--- src/rtl/ptag_pkg.sv ---
package ptag_pkg;

   typedef enum logic {
      OP_RAND_KEY   = 1'b0,
      OP_OFFSET_KEY = 1'b1
   } ptag_op_e;

   localparam int unsigned PTR_W    = 64;
   localparam int unsigned KEY_W    = 4;
   localparam int unsigned KEY_LSB  = 56;
   localparam int unsigned IMMA_W   = 6;
   localparam int unsigned GRAN_LG2 = 4;
   localparam int unsigned LFSR_W   = 16;
   localparam logic [15:0] LFSR_SEED = 16'hACE1;
   localparam logic [15:0] LFSR_TAPS = 16'hB400;

endpackage

--- src/rtl/ptag_lfsr.sv ---
module ptag_lfsr #(
   parameter int unsigned  W    = 16,
   parameter logic [W-1:0] SEED = 16'hACE1,
   parameter logic [W-1:0] TAPS = 16'hB400
) (
   input  logic         clk,
   input  logic         rst_n,
   input  logic         step,
   output logic [W-1:0] state
);

   if (W < 2) begin : g_bad_w
      $error("ptag_lfsr: W must be at least 2");
   end
   if (SEED == '0) begin : g_bad_seed
      $error("ptag_lfsr: SEED must be non-zero");
   end

   logic [W-1:0] st_q;
   logic         fb;

   assign fb = ^(st_q & TAPS);

   always_ff @(posedge clk) begin
      if (!rst_n) begin
         st_q <= SEED;
      end else if (step) begin
         st_q <= {st_q[W-2:0], fb};
      end
   end

   assign state = st_q;

endmodule

--- src/rtl/ptag_key_pick.sv ---
module ptag_key_pick #(
   parameter int unsigned KW      = 4,
   parameter bit          EXCL_EN = 1'b1,
   localparam int unsigned NK     = 1 << KW
) (
   input  logic [KW-1:0] cand,
   input  logic [NK-1:0] barred,
   output logic [KW-1:0] key
);

   if (EXCL_EN) begin : g_search
      logic [KW-1:0] pick;
      logic          found;
      always_comb begin
         pick  = '0;
         found = 1'b0;
         for (int k = 0; k < int'(NK); k++) begin
            logic [KW-1:0] idx;
            idx = KW'(int'(cand) + k);
            if (!found && !barred[idx]) begin
               pick  = idx;
               found = 1'b1;
            end
         end
      end
      assign key = pick;
   end else begin : g_pass
      logic unused_barred;
      assign unused_barred = ^barred;
      assign key = cand;
   end

endmodule

--- src/rtl/ptag_addr_step.sv ---
module ptag_addr_step #(
   parameter int unsigned AW       = 56,
   parameter int unsigned IW       = 6,
   parameter int unsigned GRAN_LG2 = 4,
   localparam int unsigned OFF_W   = IW + GRAN_LG2
) (
   input  logic [AW-1:0] addr,
   input  logic [IW-1:0] granules,
   output logic [AW-1:0] sum
);

   if (OFF_W > AW) begin : g_bad_off
      $error("ptag_addr_step: offset wider than address");
   end

   logic [OFF_W-1:0] off;
   assign off = {granules, {GRAN_LG2{1'b0}}};
   assign sum = addr + AW'(off);

endmodule

--- src/rtl/ptag_gen_unit.sv ---
module ptag_gen_unit #(
   parameter int unsigned PTR_W     = ptag_pkg::PTR_W,
   parameter int unsigned KEY_W     = ptag_pkg::KEY_W,
   parameter int unsigned KEY_LSB   = ptag_pkg::KEY_LSB,
   parameter int unsigned IMMA_W    = ptag_pkg::IMMA_W,
   parameter int unsigned GRAN_LG2  = ptag_pkg::GRAN_LG2,
   parameter int unsigned LFSR_W    = ptag_pkg::LFSR_W,
   parameter logic [LFSR_W-1:0] LFSR_SEED = ptag_pkg::LFSR_SEED,
   parameter logic [LFSR_W-1:0] LFSR_TAPS = ptag_pkg::LFSR_TAPS,
   parameter bit          EXCL_EN   = 1'b1,
   localparam int unsigned NKEYS    = 1 << KEY_W,
   localparam int unsigned KEY_MSB  = KEY_LSB + KEY_W - 1
) (
   input  logic              clk,
   input  logic              rst_n,
   input  logic              req_valid,
   output logic              req_ready,
   input  logic              req_op,
   input  logic [PTR_W-1:0]  req_src,
   input  logic [IMMA_W-1:0] req_imm_a,
   input  logic [KEY_W-1:0]  req_imm_b,
   input  logic [NKEYS-1:0]  req_excl,
   output logic              res_valid,
   output logic [PTR_W-1:0]  res_data
);
   import ptag_pkg::*;

   if (KEY_MSB >= PTR_W - 1) begin : g_bad_key_pos
      $error("ptag_gen_unit: key field must sit below the top bit");
   end
   if (LFSR_W < KEY_W) begin : g_bad_lfsr
      $error("ptag_gen_unit: generator narrower than key");
   end

   ptag_op_e          op;
   logic              accept;
   logic [LFSR_W-1:0] rng;
   logic [KEY_W-1:0]  rand_key;
   logic [KEY_W-1:0]  src_key;
   logic [KEY_W-1:0]  adj_key;
   logic [KEY_LSB-1:0] addr_sum;
   logic [PTR_W-1:0]  rand_res;
   logic [PTR_W-1:0]  off_res;
   logic [PTR_W-1:0]  res_q;
   logic              vld_q;

   assign op        = ptag_op_e'(req_op);
   assign req_ready = 1'b1;
   assign accept    = req_valid && req_ready;

   ptag_lfsr #(
      .W    (LFSR_W),
      .SEED (LFSR_SEED),
      .TAPS (LFSR_TAPS)
   ) u_lfsr (
      .clk   (clk),
      .rst_n (rst_n),
      .step  (accept && (op == OP_RAND_KEY)),
      .state (rng)
   );

   ptag_key_pick #(
      .KW      (KEY_W),
      .EXCL_EN (EXCL_EN)
   ) u_pick (
      .cand   (rng[KEY_W-1:0]),
      .barred (req_excl),
      .key    (rand_key)
   );

   ptag_addr_step #(
      .AW       (KEY_LSB),
      .IW       (IMMA_W),
      .GRAN_LG2 (GRAN_LG2)
   ) u_addr (
      .addr     (req_src[KEY_LSB-1:0]),
      .granules (req_imm_a),
      .sum      (addr_sum)
   );

   assign src_key = req_src[KEY_MSB:KEY_LSB];
   assign adj_key = src_key + req_imm_b;

   always_comb begin
      rand_res                  = req_src;
      rand_res[KEY_MSB:KEY_LSB] = rand_key;
      off_res                   = req_src;
      off_res[KEY_LSB-1:0]      = addr_sum;
      off_res[KEY_MSB:KEY_LSB]  = adj_key;
   end

   always_ff @(posedge clk) begin
      if (!rst_n) begin
         vld_q <= 1'b0;
         res_q <= '0;
      end else begin
         vld_q <= accept;
         if (accept) begin
            res_q <= (op == OP_RAND_KEY) ? rand_res : off_res;
         end
      end
   end

   assign res_valid = vld_q;
   assign res_data  = res_q;

endmodule

--- config.mk ---
export PLATFORM = sky130hd
export DESIGN_NAME = ptag_gen_unit
export DESIGN_NICKNAME = d
export VERILOG_FILES = /design/src/rtl/ptag_pkg.sv /design/src/rtl/ptag_lfsr.sv /design/src/rtl/ptag_key_pick.sv /design/src/rtl/ptag_addr_step.sv /design/src/rtl/ptag_gen_unit.sv
export SDC_FILE = /design/constraint.sdc
export NUM_CORES = 1
export LEC_CHECK = 0
export CELL_PAD_IN_SITES_DETAIL_PLACEMENT = 1
export CELL_PAD_IN_SITES_GLOBAL_PLACEMENT = 1
export CORE_MARGIN = 2
export CORE_UTILIZATION = 37
export DETAILED_ROUTE_END_ITERATION = 8
export GPL_TIMING_DRIVEN = 0
export PLACE_DENSITY = 0.87
export SLEW_MARGIN = 30
export SYNTH_ARGS = -nofsm -noshare
export SYNTH_HDL_FRONTEND = slang
export SYNTH_SLANG_ARGS = --single-unit
export TNS_END_PERCENT = 30
--- constraint.sdc ---
create_clock -name clk -period 4.6 [get_ports clk]
set_input_delay 0.92 -clock clk [delete_from_list [all_inputs] [get_ports clk]]
set_output_delay 0.92 -clock clk [all_outputs]
set_load 0.01 [all_outputs]
==> results by group, run 1 <==
Drt
  – Vias post-DR: 6779
  – Final WL: 24290 um
  – Routed wire per std cell: 21.23 um
  – Routed vias/inst: ~6
  – DRT antenna net count: 0
  – DRT Pass-1 Iters: 5
  – Initial drt markers: 469
  – # DRC: 0

Power and ir drop
  – Comb pwr share: 0.340
  – Sw frac: 0.3197
  – Sequential group share of total power: 0.317
  – Power Dens Cells: approximately 290 nW/um^2
  – Clk pwr share: 0.344
  – Worst vdd ir: between 150 and 200 uV
  – Int Power: approximately 1.7 mW
  – Leak: 3.153 nW
  – Tot Pwr: around 2.5 mW
  – Switching power: 0.7875 mW

Floorplan
  – Die X: 134.6 um
  – Initial core utilization: 0.3790
  – Die ar.: 18110 um^2
  – Row count: 47
  – Core area: 16640 um^2
  – Chip Height: roughly 130 um
  – # IOs: 160

Placed design
  – Final HPWL DP: 18390 um
  – DP Worst Slack: -0.05377 ns
  – Placer Congestion: 0.9731
  – Port Buf Inserts: around 160

Critical path
  – Setup CP Type: reg -> reg
  – Startpoint types: flop
  – Reg2reg setup slack: 0.17 ns
  – WP data required: 4.84 ns
  – Max FO, Critical Path: 12
  – Setup crit end kind: flop
  – Arrival @ worst endpoint: around 4.7 ns

Logic synthesis
  – Post-Syn Nets: 860
  – Async set-or-reset flop fraction in the synthesized netlist: 0
  – Post-synthesis sequential area ratio: 0.2571
  – Main synth FF type: dfxtp_1
  – #FFs+latches synth: 81
  – Mapped Area: around 6300 um^2
  – EDFF count, synth: 0
  – Largest area contributor in the netlist: dfxtp_1
  – Largest cells by area after synthesis: dfxtp_1, mux4_2, mux2i_1
  – Cell variety after synth: between 70 and 80
  – Synth Warn #: 0
  – Syn_area_per_cell: 8.432 um^2
  – Mapped Cells: around 750
  – Post-synth top area share: 0.2571

Layout
  – Syn-to-layout area delta: 35.73%
  – Final nets: between 1k and 1.5k
  – # diodes: 0
  – Fill count: about 1.9k
  – Layout cells sized above 1: 0.1028

Hold path
  – Min-Delay Path Class: reg -> reg

Clocking
  – Clk Latency, worst-skew pair: 0.35 ns
  – # clock sinks: 81
  – Clk buf depth: 2
  – Num CTS Buffers: 9
  – CTS root buf: clkbuf_16
  – Clock Pin Slew Worst Setup and Hold Paths: roughly 0.06 ns
  – CTS tree: yes
  – H-tree depth: 3

Timing
  – Setup ws final: 0.1748 ns
  – Tightest Pin Transition: approximately 0.9 ns
  – Max Clk Rate: 0.2260 GHz
  – Period utilisation layout: 0.9620
  – # setup viols final: 0
  – Relative slew margins: 0.3855
  – Post-route minimum period: 4.425 ns
  – Final Slew Violations: 0
  – Final Skew: 0.005326 ns
  – Final count of hold timing violations: 0

GRT
  – Initial antenna violation count: 0
  – Global-route wire length before repair: 38040 um
  – Largest net degree at the start of global routing: 15
  – GRT overflow: 0
  – Vias in the first global route: 7064
  – GRT Total Usage: 0.2673

Job
  – Maximum capacitance violations: 0

Outcome
  – Outcome: finished, final reports clean
[power by group through the flow]
stage | clock, mW | combinational [mW] | sequential (mW)
final | 0.846 | 0.837 | 0.780
after detailed placement | 0 | 0.805 | 0.793
after CTS | 0.859 | 0.815 | 0.779
after global routing | 0.884 | 0.895 | 0.784
after floorplan | 0 | 0.456 | 0.808
after global placement | 0 | 0.777 | 0.792
[what timing repair did]
item / in CTS / in global routing
hold buffers: 0 / 0
gates resized for setup: 0 / 7
setup endpoints to repair: 2 / 4
setup buffers: 0 / 3
[cells in the final DEF (no fill, tap or decap), types with 3 or more instances in the layout]
cell,n
a21boi_0,7
clkbuf_16,9
a211oi_1,32
and2_1,7
xnor2_1,29
o211ai_1,4
a31oi_1,13
a211o_1,4
dfxtp_1,81
nand2b_1,4
or4_1,5
buf_2,5
o31ai_1,3
a21oi_1,45
nor2b_1,6
or3_1,8
mux4_2,24
o21ai_0,50
buf_6,4
o22ai_1,4
nor3_1,13
buf_1,4
inv_1,25
ha_1,16
clkbuf_1,30
a21o_1,4
nand4_1,9
and3_1,10
mux2i_1,36
a22oi_1,3
nor2_1,71
buf_4,8
nand3_1,33
mux2_2,21
xor2_1,23
nand2_1,64
clkdlybuf4s50_1,157
bufinv_16,3
[cell usage after synthesis, types with 6 or more instances]
master	number
dfxtp_1	81
nor2_1	71
nand2_1	64
o21ai_0	50
a21oi_1	45
mux2i_1	37
nand3_1	33
a211oi_1	32
xnor2_1	30
clkbuf_1	29
inv_1	26
mux4_2	23
xor2_1	23
mux2_2	21
ha_1	16
nor3_1	14
a31oi_1	13
and3_1	10
nand4_1	9
or3_1	8
a21boi_0	7
and2_1	7
buf_4	6
nor2b_1	6
[metal layers]
layer,wire length [um],GRT usage,up-vias
met5,0,0,-
met4,967,0.1211,0
met3,1806,0.07282,63
met2,11840,0.4518,280
met1,9678,0.3173,3336
li1,-,-,3100
[registers in the layout (all words and copies together), names as in the netlist]
signal        flops
res_data         64
res_valid         1
u_lfsr.state     16
[layout make-up]
type | instances | area, um^2 | area share
buffer | 47 | 246.5 | 0.02879
clock buffer | 10 | 229.0 | 0.02675
clock inverter | 6 | 115.1 | 0.01345
inverter | 27 | 105.1 | 0.01228
multi-input combinational | 592 | 4369 | 0.5104
sequential | 81 | 1622 | 0.1894
tap | 220 | 275.3 | 0.03215
timing repair buffer | 161 | 1599 | 0.1868
[metrics by stage]
step / hold WS [ns] / instance area, um^2 / std cells / util / setup TNS (ns)
after floorplan: 0.4321 / 6307 / 748 / - / 0
after global placement: 0.4426 / 8154 / 1125 / 0.4900 / -9.142
after detailed placement: 0.4478 / 8172 / 1126 / 0.4910 / -0.05377
after CTS: 0.4657 / 8512 / 1141 / 0.5115 / 0
after global routing: 0.4917 / 8561 / 1144 / 0.5144 / -0.04249
final: 0.4646 / 8561 / 1144 / 0.5144 / 0
[critical path: stages, from the launching register on]
cell and delay [ns]:
dfxtp_1 0.39, buf_4 0.20, buf_6 0.17, buf_6 0.20, clkinvlp_4 0.18, ha_1 0.72, mux4_2 0.37, mux2i_1 0.10
mux2i_1 0.54, nor4b_4 0.38, nand4_2 0.24, or3_4 0.41, and2_4 0.17, o21ai_2 0.14, o22ai_2 0.09
[logic make-up (layout without fill, tap and decap cells)]
logic type               Yosys count  in the layout  share of synthesized area
multiplexers                      85             85                     0.1932
XOR/XNOR                          54             54                    0.07618
buffers and inverters             75            251                    0.05515
AND/OR/NAND/NOR                  245            245                     0.1885
flip-flops                        81             81                     0.2571
AO/OA/AOI/OAI                    189            189                     0.1912
other                              1              1                  0.0005945
adder cells (fa/ha/maj)           18             18                    0.03809
[worst paths after layout]
kind / startpoint / endpoint / cells after the start
min reg2reg: u_lfsr.state[4] / u_lfsr.state[4] / 2
max: u_lfsr.state[1] / res_data[57] / 14
min: u_lfsr.state[4] / u_lfsr.state[4] / 2
max reg2reg: u_lfsr.state[1] / res_data[57] / 14
Note: power is estimated with default switching activity, not from simulation.
==> inputs of run 2 (changes only) <==
- CORE_ASPECT_RATIO: not set -> 1.25
- SETUP_SLACK_MARGIN: not set -> 0.15
- SKIP_LAST_GASP: not set -> 1
==> run 2 against run 1 <==
Compared with the run above:
- fmax rose by 2.7%
- sequential share of layout area barely moved
- combinational power barely moved
- register-to-register slack improved by 0.12 ns
- clock skew barely moved
- via count fell by 1.0%
- total power fell by 2.6%
- sequential cell count did not move
- utilization fell by 0.30 points
- wire length barely moved
- global-route usage rose by 0.15 points
- critical path type unchanged
- critical endpoint is now res_data[56]
- largest cell class unchanged
==> results by group, run 2 (same netlist as run 1, synthesis figures left out) <==
Layout
  – Syn-to-layout area delta: 36.02%
  – Commonest non-fill, non-tap cells in the layout: clkdlybuf4s50_1, dfxtp_1, nor2_1
  – Final nets: between 1k and 1.5k
  – Final Non-Filler Cells: between 1k and 1.5k
  – Max FFs per register: 64
  – Layout cells sized above 1: 0.1061
  – Commonest non-fill, non-tap cell in the layout: clkdlybuf4s50_1
  – Post-route cell area: 8579 um^2

Critical path
  – Reg-to-Reg Start: u_lfsr.state[1]
  – Reg2reg setup slack: 0.29 ns
  – Reg-to-reg critical path endpoint: res_data[56]
  – Crit. Startpoint: u_lfsr.state[1]
  – Startpoint types: flop
  – WP data required: 4.81 ns
  – Max FO, Critical Path: 10
  – Worst Reg2Reg Path Length in Cells: 15
  – Worst Setup EP: res_data[56]
  – Setup crit end kind: flop
  – Setup CP Type: reg -> reg
  – Arrival @ worst endpoint: 4.52 ns

Timing
  – Relative slew margins: 0.3398
  – Final Slew Violations: 0
  – Tightest Pin Transition: between 0.9 and 1 ns
  – # setup viols final: 0
  – Fin Hold WS: 0.4638 ns
  – Setup_tns: 0 ns
  – Period utilisation layout: 0.9366
  – Final count of hold timing violations: 0
  – Max Clk Rate: between 0.2 and 0.25 GHz
  – Post-route minimum period: 4.308 ns
  – RSZ-0062 raised after global routing: no
  – Final Skew: between 0.005 and 0.006 ns

GRT
  – Initial antenna violation count: 1
  – GRT overflow: 0
  – GRT Total Usage: 0.2688
  – Largest net degree at the start of global routing: 13
  – Vias in the first global route: just over 7k
  – Global-route wire length before repair: 38080 um

Drt
  – Final WL: 24280 um
  – DRT Pass-1 Iters: 4
  – Vias post-DR: 6710
  – Routed vias/inst: 5.855
  – # DRC: 0
  – Routed wire per std cell: between 20 and 25 um
  – DRT antenna net count: 0
  – Initial drt markers: between 200 and 300

Power and ir drop
  – Switching power: ~0.76 mW
  – Sequential group share of total power: 0.325
  – Sw frac: 0.3156
  – Leak: 3.144 nW
  – Power Dens Cells: 279.7 nW/um^2
  – Worst vdd ir: 192.6 uV
  – Tot Pwr: about 2.4 mW
  – Int Power: 1.642 mW
  – Comb pwr share: 0.350
  – Clk pwr share: 0.325

Floorplan
  – Die X: 120.8 um
  – Row count: 53
  – Initial core utilization: 0.3759
  – Chip Height: 150.0 um
  – Die ar.: ~18000 um^2
  – Core area: 16780 um^2
  – # IOs: 160

Clocking
  – CTS root buf: clkbuf_16
  – H-tree depth: 3
  – Clk Latency, worst-skew pair: 0.34 ns
  – Clk buf depth: 2
  – Num CTS Buffers: 9
  – CTS tree: yes
  – Clock Pin Slew Worst Setup and Hold Paths: 0.06 ns
  – # clock sinks: 81

Hold path
  – Hold Path Stages: 2
  – Min-Delay Path Class: reg -> reg

Placed design
  – Placed cells: 1126
  – Port Buf Inserts: 157
  – DP Area: 8172 um^2
  – Final HPWL DP: 18380 um
  – Placer Congestion: ~0.96

Outcome
  – Outcome: finished, final reports clean

Job
  – Maximum capacitance violations: 0
## run 2: metrics by stage
step / utilization / worst slack, ns
6_report: 0.5114 / 0.2917
5_1_grt: 0.5112 / 0.1146
4_1_cts: 0.5065 / 0.1205
3_5_place_dp: 0.4871 / -0.1428
3_3_place_gp: 0.4860 / -1.110
2_1_floorplan: - / 0.8204
## run 2: what timing repair did
item                                    CTS  global route
resized for setup                         2            11
endpoints found under the setup margin    7            17
buffers inserted                          0             4
pin swaps                                 0             1
hold buffers                              0             0
## run 2: critical path, cell delays in order (launching register included)
cell and delay, ns:
dfxtp_1 0.39, buf_4 0.20, buf_6 0.17, buf_6 0.19, clkinvlp_4 0.15, ha_1 0.31, buf_6 0.18, mux4_1 0.61
mux2_2 0.33, mux2_2 0.33, o2111ai_2 0.21, nor3_1 0.16, or4_1 0.50, nor3_1 0.19, a21oi_1 0.12, o2bb2ai_1 0.12
## run 2: worst min path at each step
| stage | slack, ns | startpoint | to |
|---|---|---|---|
| 5_1_grt | 0.50 | u_lfsr.state[9] | u_lfsr.state[10] |
| 2_1_floorplan | 0.43 | u_lfsr.state[7] | u_lfsr.state[8] |
| 3_5_place_dp | 0.45 | u_lfsr.state[7] | u_lfsr.state[8] |
| 6_report | 0.46 | u_lfsr.state[7] | u_lfsr.state[8] |
| 3_3_place_gp | 0.44 | u_lfsr.state[11] | u_lfsr.state[12] |
| 4_1_cts | 0.46 | u_lfsr.state[7] | u_lfsr.state[8] |
## run 2: layout make-up
| class | instances | area, um^2 |
|---|---|---|
| Antenna cell | 2 | 5.005 |
| Buffer | 48 | 251.5 |
| Clock buffer | 11 | 252.7 |
| Clock inverter | 3 | 65.06 |
| Fill cell | 1990 | 8198 |
| Inverter | 27 | 105.1 |
| Multi-Input combinational cell | 592 | 4397 |
| Sequential cell | 81 | 1622 |
| Tap cell | 220 | 275.3 |
| Timing Repair Buffer | 162 | 1607 |
## run 2: power groups by stage
stage | combinational (mW) | sequential, mW | clock (mW)
after floorplan | 0.456 | 0.808 | 0
after global placement | 0.784 | 0.791 | 0
after detailed placement | 0.805 | 0.793 | 0
after CTS | 0.817 | 0.779 | 0.793
after global routing | 0.900 | 0.785 | 0.828
final | 0.839 | 0.780 | 0.781
## run 2: per-layer routing
metal  vias up  part of all wire  track usage
li1       3095                 -            -
met1      3330              0.37       0.2758
met2       230              0.53       0.5011
met3        55             0.064      0.07774
met4         0             0.038       0.1198
met5         -                 0            0
==> inputs of run 3 (changes only) <==
- CELL_PAD_IN_SITES_DETAIL_PLACEMENT: 1 -> not set
- CELL_PAD_IN_SITES_GLOBAL_PLACEMENT: 1 -> not set
- CORE_UTILIZATION: 37 -> 40
- PLACE_DENSITY: 0.87 -> 0.72
==> run 3 against run 2 <==
Compared with the run above:
- first-iteration DRC count rose by 5.3%
- sequential cell count is the same
- count of clock-buffer cells in the layout did not move
==> results by group, run 3 (same netlist as run 1, synthesis figures left out) <==
Layout
  – Final Non-Filler Cells: about 1.1k
  – Commonest non-fill, non-tap cell in the layout: clkdlybuf4s50_1
  – Finished Core Util: 0.5501
  – Layout cells sized above 1: 0.1070
  – Max FFs per register: 64
  – Commonest non-fill, non-tap cells in the layout: clkdlybuf4s50_1, dfxtp_1, nor2_1
  – Syn-to-layout area delta: 35.25%
  – # diodes: 0
  – Final nets: 1032

Critical path
  – Startpoint types: flop
  – Worst Reg2Reg Path Length in Cells: 16
  – Setup CP Type: reg -> reg
  – Setup crit end kind: flop
  – Arrival @ worst endpoint: 4.52 ns
  – Max FO, Critical Path: 10
  – CP cell instances: buf_4 -> buf_6 -> buf_4 -> clkinvlp_4 -> ha_1 -> buf_6 -> buf_12 -> mux2i_1 -> mux4_2 -> mux2i_2 -> nand4b_1 -> or4_1 -> o22a_1 -> mux2i_1 -> a21oi_1 -> o22ai_2
  – Slowest cell delay on critical path: 0.56 ns
  – Max stage delay cell, worst path: mux4_2
  – WP data required: 4.87 ns

Drt
  – # DRC: 0
  – DRT Pass-1 Iters: 5
  – Routed vias/inst: 5.630
  – Routed wire per std cell: ~18 um
  – Final WL: 19920 um
  – Vias post-DR: about 6.4k
  – DRT antenna net count: 0
  – Initial drt markers: 296

Outcome
  – Outcome: finished, final reports clean

GRT
  – GRT Total Usage: 0.2416
  – Largest net degree at the start of global routing: 15
  – Initial antenna violation count: 0
  – GRT overflow: 0
  – Vias in the first global route: 6185
  – Global-route wire length before repair: 31690 um

Power and ir drop
  – Power Dens Cells: 273.6 nW/um^2
  – Worst vdd ir: 190.6 uV
  – Leak: about 3.1 nW

Clocking
  – H-tree depth: 3
  – # clock sinks: 81
  – Clock Pin Slew Worst Setup and Hold Paths: 0.06 ns
  – CTS root buf: clkbuf_16
  – Clk buf depth: 2
  – CTS tree: yes
  – Clk Latency, worst-skew pair: 0.34 ns
  – Num CTS Buffers: 9

Timing
  – # setup viols final: 0
  – Final Slew Violations: 0
  – Final Skew: 0.006130 ns
  – Period utilisation layout: 0.9240
  – Relative slew margins: 0.4067
  – Post-route minimum period: 4.250 ns
  – Setup_tns: 0 ns
  – Tightest Pin Transition: 0.8826 ns
  – Final count of hold timing violations: 0
  – Max Clk Rate: 0.2353 GHz
  – RSZ-0062 raised after global routing: no

Floorplan
  – Die X: 116.3 um
  – # IOs: 160
  – Initial core utilization: 0.4068
  – Row count: 51
  – Core area: 15510 um^2
  – Chip Height: 144.4 um
  – Die ar.: 16800 um^2

Placed design
  – Placer Congestion: 0.9807
  – Port Buf Inserts: 157
  – Final HPWL DP: around 16000 um
  – Placed cells: 1118

Job
  – Maximum capacitance violations: 0

Hold path
  – Hold Path Stages: 2
  – Min-Delay Path Class: reg -> reg
-- run 3: cell types whose count changed in the layout (fill, tap and decap cells not counted), sizes merged --
cell,previous run,this run
inv,25,26
bufinv,2,1
diode,2,0
clkinvlp,1,3
buf,24,23
-- run 3: routing by layer --
metal	GRT usage	share of wire
met1	0.2788	0.39
met2	0.4220	0.50
met3	0.06245	0.074
met4	0.09837	0.035
met5	0	0
-- run 3: path summary, 6_finish.rpt --
check                        from               to  slack, ns
setup reg to reg  u_lfsr.state[1]     res_data[57]       0.35
hold reg to reg   u_lfsr.state[7]  u_lfsr.state[8]       0.45
hold / removal    u_lfsr.state[7]  u_lfsr.state[8]       0.45
setup / recovery  u_lfsr.state[1]     res_data[57]       0.35
-- run 3: report_power, final --
part | internal, mW | switching [mW]
clock network | 0.453 | 0.297
logic | 0.391 | 0.415
registers | 0.751 | 0.0268
-- run 3: stage by stage --
step                instance area (um^2)  setup WS, ns  hold WS [ns]  power, mW
finish                              8531        0.3496        0.4487      2.334
global route                        8531        0.1461        0.4692      2.450
CTS                                 8478        0.1990        0.4560      2.334
detailed placement                  8162      0.002959        0.4468      1.578
global placement                    8144       -0.8974        0.4378      1.571
floorplan                           6307        0.8204        0.4321      1.264
-- run 3: cell type report --
cell class | count | area, um^2
Fill cell | 1449 | 6975
Clock buffer | 11 | 252.7
Buffer | 48 | 247.7
Clock inverter | 5 | 62.56
Sequential cell | 81 | 1623
Inverter | 27 | 105.1
Multi-Input combinational cell | 592 | 4375
Tap cell | 212 | 265.3
Timing Repair Buffer | 161 | 1599
-- run 3: critical path: cells and delay by family, from the launching register on --
family          cells  cell delay [ns]
simple gates        2             0.79
compound gates      3             0.46
fa+ha+maj           1             0.31
mux                 4             1.17
buf+inv             6             1.07
flops               1             0.37
-- run 3: what timing repair did --
| action | in CTS | in global routing |
|---|---|---|
| buffers inserted | 0 | 3 |
| hold buffers | 0 | 0 |
| endpoints found under the setup margin | 3 | 4 |
| cloned | 0 | 0 |
| resized for setup | 1 | 9 |
| pin swaps | 0 | 0 |
